`config.mk`:
```
export PLATFORM = sky130hd
export DESIGN_NAME = dcm_switch_seq
export DESIGN_NICKNAME = d
export VERILOG_FILES = /design/src/rtl/dcm_pkg.sv /design/src/rtl/dcm_span_timer.sv /design/src/rtl/dcm_on_qual.sv /design/src/rtl/dcm_seq_fsm.sv /design/src/rtl/dcm_switch_seq.sv
export SDC_FILE = /design/constraint.sdc
export NUM_CORES = 1
export LEC_CHECK = 0
export BUFFER_PORTS_ARGS = -buffer_cell sky130_fd_sc_hd__clkbuf_2
export CELL_PAD_IN_SITES_DETAIL_PLACEMENT = 0
export CELL_PAD_IN_SITES_GLOBAL_PLACEMENT = 1
export CORE_UTILIZATION = 30
export CTS_CLUSTER_SIZE = 10
export DETAILED_ROUTE_END_ITERATION = 10
export GPL_ROUTABILITY_DRIVEN = 0
export PLACE_DENSITY = 0.55
export SYNTH_ARGS = -nofsm -noshare
export SYNTH_HDL_FRONTEND = slang
export SYNTH_SLANG_ARGS = --single-unit
```
`constraint.sdc`:
```
create_clock -name clk_i -period 1.95 [get_ports clk_i]
set_clock_uncertainty 0.2 [all_clocks]
set_input_delay 0.4875 -clock clk_i [delete_from_list [all_inputs] [get_ports clk_i]]
set_output_delay 0.4875 -clock clk_i [all_outputs]
set_load 0.02 [all_outputs]
```
`src/rtl/dcm_pkg.sv`:
```
package dcm_pkg;
  typedef enum logic [1:0] {
    ST_IDLE  = 2'd0,
    ST_BLANK = 2'd1,
    ST_ON    = 2'd2,
    ST_OFF   = 2'd3
  } seq_state_e;
endpackage

```
`src/rtl/dcm_span_timer.sv`:
```
module dcm_span_timer #(
  parameter int unsigned LEN = 4
) (
  input  logic clk_i,
  input  logic rst_ni,
  input  logic run_i,
  output logic done_o
);
  localparam int unsigned W = (LEN < 2) ? 1 : $clog2(LEN);
  localparam logic [W-1:0] LAST = W'(LEN - 1);

  generate
    if (LEN <= 1) begin : g_single
      assign done_o = run_i;
    end else begin : g_count
      logic [W-1:0] cnt_q;
      always_ff @(posedge clk_i or negedge rst_ni) begin
        if (!rst_ni)               cnt_q <= '0;
        else if (!run_i)           cnt_q <= '0;
        else if (cnt_q != LAST)    cnt_q <= cnt_q + 1'b1;
      end
      assign done_o = run_i && (cnt_q == LAST);
    end
  endgenerate
endmodule

```
`src/rtl/dcm_on_qual.sv`:
```
module dcm_on_qual (
  input  logic prot_en_i,
  input  logic sense_lo_i,
  input  logic sync_ok_i,
  output logic turn_ok_o
);
  // sense low while off means current still flowing
  assign turn_ok_o = prot_en_i && !sense_lo_i && sync_ok_i;
endmodule

```
`src/rtl/dcm_seq_fsm.sv`:
```
module dcm_seq_fsm
  import dcm_pkg::*;
(
  input  logic       clk_i,
  input  logic       rst_ni,
  input  logic       ramp_hi_i,
  input  logic       sense_lo_i,
  input  logic       prot_en_i,
  input  logic       turn_ok_i,
  input  logic       blank_done_i,
  input  logic       off_done_i,
  output seq_state_e state_o
);
  seq_state_e state_q, state_d;

  always_comb begin
    state_d = state_q;
    unique case (state_q)
      ST_IDLE:  if (turn_ok_i) state_d = ST_BLANK;
      ST_BLANK: begin
        if (!prot_en_i || ramp_hi_i) state_d = ST_OFF;
        else if (blank_done_i)       state_d = ST_ON;
      end
      ST_ON:    if (!prot_en_i || ramp_hi_i || sense_lo_i) state_d = ST_OFF;
      ST_OFF:   if (off_done_i) state_d = ST_IDLE;
      default:  state_d = ST_IDLE;
    endcase
  end

  always_ff @(posedge clk_i or negedge rst_ni) begin
    if (!rst_ni) state_q <= ST_IDLE;
    else         state_q <= state_d;
  end

  assign state_o = state_q;
endmodule

```
`src/rtl/dcm_switch_seq.sv`:
```
module dcm_switch_seq
  import dcm_pkg::*;
#(
  parameter int unsigned BLANK_CYC   = 40,
  parameter int unsigned MIN_OFF_CYC = 200
) (
  input  logic       clk_i,
  input  logic       rst_ni,
  input  logic       ramp_hi_i,
  input  logic       sense_lo_i,
  input  logic       sync_ok_i,
  input  logic       prot_en_i,
  output logic       gate_o,
  output logic       ramp_rst_o,
  output logic [1:0] state_o
);
  seq_state_e state;
  logic turn_ok, blank_done, off_done, in_blank, in_off, on_phase;

  dcm_on_qual u_qual (
    .prot_en_i (prot_en_i),
    .sense_lo_i(sense_lo_i),
    .sync_ok_i (sync_ok_i),
    .turn_ok_o (turn_ok)
  );

  dcm_span_timer #(.LEN(BLANK_CYC)) u_blank_tmr (
    .clk_i (clk_i),
    .rst_ni(rst_ni),
    .run_i (in_blank),
    .done_o(blank_done)
  );

  dcm_span_timer #(.LEN(MIN_OFF_CYC)) u_off_tmr (
    .clk_i (clk_i),
    .rst_ni(rst_ni),
    .run_i (in_off),
    .done_o(off_done)
  );

  dcm_seq_fsm u_fsm (
    .clk_i       (clk_i),
    .rst_ni      (rst_ni),
    .ramp_hi_i   (ramp_hi_i),
    .sense_lo_i  (sense_lo_i),
    .prot_en_i   (prot_en_i),
    .turn_ok_i   (turn_ok),
    .blank_done_i(blank_done),
    .off_done_i  (off_done),
    .state_o     (state)
  );

  assign in_blank   = (state == ST_BLANK);
  assign in_off     = (state == ST_OFF);
  assign on_phase   = in_blank || (state == ST_ON);
  // protection drop kills the gate without waiting for an edge
  assign gate_o     = on_phase && prot_en_i;
  assign ramp_rst_o = !on_phase;
  assign state_o    = state;
endmodule

```
Yosys cells after proc, flatten, opt, wreduce, memory -nomap -nowiden
Cells that the tools add are included.
W data, S select, Z words.

cells by class
  multiply operators = 0
  reductions and logical operators = 13
  div/mod/pow operators = 0
  bitwise operators = 0
  order comparisons = 0
  shift operators = 0
  equal/unequal tests = 13
  add/sub/neg operators = 2
  multiplexer cells = 10

operators by type and width
  cell                   number
  $mux W8                2
  $mux W6                2
  $mux W2                5
  $add A8 B1 Y8 const B  1
  $eq A8 B8 Y1 const B   1
  $ne A8 B8 Y1 const B   1
  $pmux W2 S4            1
  $add A6 B1 Y6 const B  1
  $eq A6 B6 Y1 const B   1
  $ne A2 B2 Y1 const B   3
  $ne A6 B6 Y1 const B   1
  $logic_and A1 B1 Y1    5
  $eq A2 B2 Y1 const B   2
  $ne A2 B1 Y1 const B   2
  $reduce_and A4 Y1      1
  $logic_not A1 Y1       3
  $logic_or A1 B1 Y1     3
  $ne A3 B2 Y1 const B   1
  $eq A2 B1 Y1 const B   1
  $logic_not A2 Y1       1

word-level totals
  bits of input ports = 6
  logic and storage cells = 41
  flip-flop bits (word level) = 16
  memory bits (writable) = 0
  output and inout port bits = 4
  latch bits = 0
  bits in read-only memories = 0
  memories = 0

Longest topological paths before layout
  depth after elaboration = 5
  mapped depth = 6
  mapped depth without buffers = 6

Hierarchy
From an unflattened synthesis, not the netlist that was laid out.

second synthesis, totals
  cells, all modules = 99
  area total of the unflattened synthesis = 1002.2 um2

by module, submodules not included
  module                         times used  area each (um2)  seq. area each (um2)  cells each
  dcm_span_timer at u_off_tmr    1           444.2            200.2                 42
  dcm_span_timer at u_blank_tmr  1           315.3            150.1                 32
  dcm_seq_fsm                    1           191.4            50.0                  20
  dcm_switch_seq                 1           42.5             0.0                   4
  dcm_on_qual                    1           8.8              0.0                   1

Worst setup path before layout
Ideal clock, no wire load.

  path kind = register to register
  start point = register u_fsm.state_q[1], in the netlist u_fsm.state_o[1]
  end point = register u_fsm.state_q[0], in the netlist u_fsm.state_o[0]
  setup slack = 0.067 ns
  library setup time = 0.079 ns
  data required time = 1.671 ns
  stages on the path, launching flop included = 7
  arrival time = 1.604 ns
  buffers on the path = 0
  clock period less this slack = 1.883 ns
  path through = dfrtp_1 -> inv_1 -> ha_1 -> a21boi_0 -> a221oi_2 -> o211ai_1 -> mux2i_1

on the way
  cells in the longest elaborated chain, start to end = 4
  elaborated cells between the ends (all ways) = 12
  classes of those cells = eq/ne: 7; mux: 1; reduce/logical: 4

ends and longest elaborated chain
  item                                                           line                                                           RTL
  start, declared                                                dcm_seq_fsm.sv:14                                              seq_state_e state_q, state_d;
  start signal, assigned                                         dcm_seq_fsm.sv:32                                              else state_q <= state_d;
  $eq A2 B1 Y1 or $eq A2 B2 Y1 (tied branches)                   dcm_seq_fsm.sv:18, dcm_switch_seq.sv:53, dcm_switch_seq.sv:54
  $logic_and A1 B1 Y1                                            dcm_span_timer.sv:22                                           assign done_o = run_i && (cnt_q == LAST);
  $ne A3 B2 Y1 (no source line) or $ne A2 B2 Y1 (tied branches)  -
  $reduce_and A4 Y1 (no source line)                             -

Parallel ways exist; a longest one is shown, timed or not.
A chain may end at the register's enable or synchronous reset.

Worst setup path in the final report
  start point = register u_fsm.state_q[0], in the netlist u_fsm.state_o[0]
  end point = output gate_o

on the way
  cells in the longest elaborated chain, start to end = 3
  elaborated cells between the ends (all ways) = 4
  classes of those cells = eq/ne: 2; reduce/logical: 2

ends and longest elaborated chain
  item                                          line                                        RTL
  $eq A2 B1 Y1 or $eq A2 B2 Y1 (tied branches)  dcm_switch_seq.sv:53, dcm_switch_seq.sv:55
  $logic_or A1 B1 Y1 (*)                        dcm_switch_seq.sv:55                        assign on_phase = in_blank || (state == ST_ON);
  $logic_and A1 B1 Y1 (*)                       dcm_switch_seq.sv:57                        assign gate_o = on_phase && prot_en_i;
  end, declared                                 dcm_switch_seq.sv:13                        output logic gate_o,

Every way passes the cells marked *; elsewhere a longest branch is shown, timed or not.

==> flow_summary.json <==
{
  "p_sw_mw": 0.119,
  "p_seq_frac": 0.581,
  "r2r_end": "u_fsm.state_o[0]",
  "period_share": 0.990,
  "rr_startpoint": "u_fsm.state_o[1]",
  "ys_ff_latch": 16,
  "antenna_found_initial": 0,
  "netlist_area_um2": 893,
  "die_w_um": 56.6,
  "drive_gt1_frac": 0.284,
  "ys_seq_area_frac": 0.448,
  "grt_max_degree": 17,
  "power.internal_mw": 0.451,
  "firstDrtPassIters": 4,
  "drc_errors": 0,
  "worst_pin_slew_ns": 0.415,
  "slew_viol_final": 0,
  "regArea_um2": 400,
  "grtUsageTotal": 0.115,
  "max_freq_ghz": 0.518,
  "antennaDiodeCount": 0,
  "first_global_vias": 656,
  "cts_sinks": 16,
  "end_kind": "output pin",
  "viasPerCell": 4.81,
  "grt_pass1_wl_um": 2790,
  "p_per_area_nw_per_um2": 507,
  "r2r_cells": 7,
  "period_needed_ns": 1.93,
  "ys_warn_count": 0,
  "critical_path_class": "register to output pin",
  "power_mw": 0.570,
  "syn_nets": 95,
  "fin_cells": 133,
  "outcome": "completed",
  "antenna_left": 0,
  "nets": 116,
  "p_leak_nw": 0.534,
  "cp-endpoint": "gate_o",
  "die-area_um2": 3200,
  "cp_max_fo": 2,
  "required_ns": 1.26,
  "multi_input_area_um2": 514,
  "wl_per_cell_um": 12.1,
  "r2r_slack_ns": 0.16,
  "dieHeight_um": 56.6,
  "arrival_ns": 1.24,
  "rows": 19,
  "dr_total_vias": 640,
  "start_util": 0.321,
  "startpoint_type": "register",
  "clkPwrFrac": 0.391,
  "hold_slack_ns": 0.367,
  "fill_cells": 279,
  "finalHoldViolCount": 0,
  "clockBufferDepth": 2,
  "worstHoldStart": "u_off_tmr.g_count.cnt_q[2]",
  "swShare": 0.209,
  "clock_latency_ns": 0.29,
  "clockRootBuffer": "clkbuf_4",
  "hold_path.class": "register to register",
  "numCtsBuffers": 3,
  "cap_violations": 0,
  "setup-violations-final": 0,
  "core_um2": 2780,
  "dp.cells": 124,
  "slew_headroom": 0.721,
  "clk_pin_slew_ns": 0.10,
  "power_frac_comb": 0.027,
  "crit_start": "u_fsm.state_o[0]",
  "syn_area_per_cell_um2": 10.9,
  "htreeDepth": 1,
  "ios": 10,
  "ys_types": 24,
  "syn_inst": 82,
  "grt_overflow_total": 0,
  "area_growth_syn_to_layout_pct": 25.9,
  "cts_tree": "built",
  "drt_iter0_drc": 11,
  "vdd_ir_drop_max_v": 0.000377,
  "drt_wl_total_um": 1610,
  "rsz0062_at_grt": "true",
  "place.port_buffers": 9
}
[worst min path at each step]
stage	cells after the start	to
after detailed placement	1	u_blank_tmr.g_count.cnt_q[4]
after global placement	1	u_off_tmr.g_count.cnt_q[2]
after global routing	1	u_off_tmr.g_count.cnt_q[2]
after floorplan	0	u_blank_tmr.g_count.cnt_q[0]
final	1	u_off_tmr.g_count.cnt_q[2]
after CTS	1	u_blank_tmr.g_count.cnt_q[2]
[cell type report]
cell class | instances | area share
multi-input combinational | 61 | 0.457
sequential | 16 | 0.356
timing repair buffer | 16 | 0.103
tap | 31 | 0.0345
clock buffer | 4 | 0.0323
inverter | 5 | 0.0167
[cells in the mapped netlist]
master,instances,area (um^2)
nand2b_1,1,6.26
o211ai_1,1,7.51
nor3b_1,1,7.51
xnor2_1,10,87.6
nand4_1,1,6.26
o21ai_0,2,10.0
a221oi_2,1,15.0
nor2_1,2,7.51
nand2_1,2,7.51
a21boi_0,1,7.51
o41ai_1,1,8.76
nor4_2,1,12.5
a31oi_1,2,12.5
dfrtp_1,16,400
and3_1,4,25.0
mux2i_1,4,40.0
and2_1,9,56.3
a211oi_1,1,7.51
ha_1,7,87.6
nand3_1,6,30.0
or3b_4,1,11.3
inv_1,5,18.8
nor2b_1,2,12.5
nand3b_1,1,7.51
[stage by stage]
step	setup slack, ns	setup TNS [ns]	util	instance area (um^2)
4_1_cts	-0.0142	-0.0142	0.393	1090
5_1_grt	-0.0460	-0.0586	0.404	1120
2_1_floorplan	0.0668	0	-	893
3_5_place_dp	0.0215	0	0.357	992
3_3_place_gp	0.117	0	0.357	992
6_report	0.0200	0	0.404	1120
[state kept, by name, summed over array words and instances, names as in the netlist]
register / cells
u_off_tmr.g_count.cnt_q: 8
u_blank_tmr.g_count.cnt_q: 6
u_fsm.state_o: 2
[critical path: stages (launching register included)]
cell	delay [ns]
dfrtp_1	0.42
inv_2	0.09
ha_4	0.20
and2_4	0.13
buf_8	0.12
[cell families after synthesis]
| family | count (synthesis) | synth area share |
|---|---|---|
| adder cells (fa/ha/maj) | 7 | 0.0980 |
| multiplexers | 4 | 0.0448 |
| AO/OA/AOI/OAI | 9 | 0.0770 |
| buffers and inverters | 5 | 0.0210 |
| flip-flops | 16 | 0.448 |
| XOR/XNOR | 10 | 0.0980 |
| AND/OR/NAND/NOR | 31 | 0.213 |
[cell usage in the layout (no fill, tap or decap)]
cell	n
dfrtp_1	16
xnor2_1	10
and2_1	8
clkbuf_2	7
nand3_1	6
buf_4	6
ha_1	5
and3_1	4
mux2i_1	4
inv_1	3
clkbuf_4	3
inv_2	2
nand2_1	2
nor2_1	2
o21ai_0	2
a31oi_1	2
nor2b_1	2
and2_4	1
or3b_4	1
nand2b_1	1
a211oi_1	1
a21boi_2	1
a221oi_2	1
nand3b_1	1
nand4_1	1
o41ai_4	1
o211ai_1	1
nor4_2	1
nor3b_1	1
ha_4	1
ha_2	1
clkbuf_8	1
dlygate4sd3_1	1
buf_8	1
buf_6	1
[power by group through the flow]
stage | sequential [mW] | combinational [mW] | clock, mW
6_report | 0.332 | 0.0156 | 0.223
5_1_grt | 0.332 | 0.0189 | 0.250
4_1_cts | 0.332 | 0.0168 | 0.240
3_5_place_dp | 0.338 | 0.0151 | 0
3_3_place_gp | 0.338 | 0.0148 | 0
2_1_floorplan | 0.338 | 0.00219 | 0
[metal layers]
layer  vias up  GRT usage  share of wire
li1        326          -              -
met5         -          0              0
met3         2     0.0415          0.040
met2        12      0.202           0.47
met4         0     0.0314         0.0081
met1       300      0.129           0.48
[repair_timing]
item / 4_1_cts / 5_1_grt
resized for setup: 5 / 9
buffers inserted: 4 / 0
hold buffers: 1 / 0
setup endpoints to repair: 2 / 4
endpoints found under the hold margin: 16 / 0
pin swaps: 0 / 1
(Power assumes the default switching activity.)
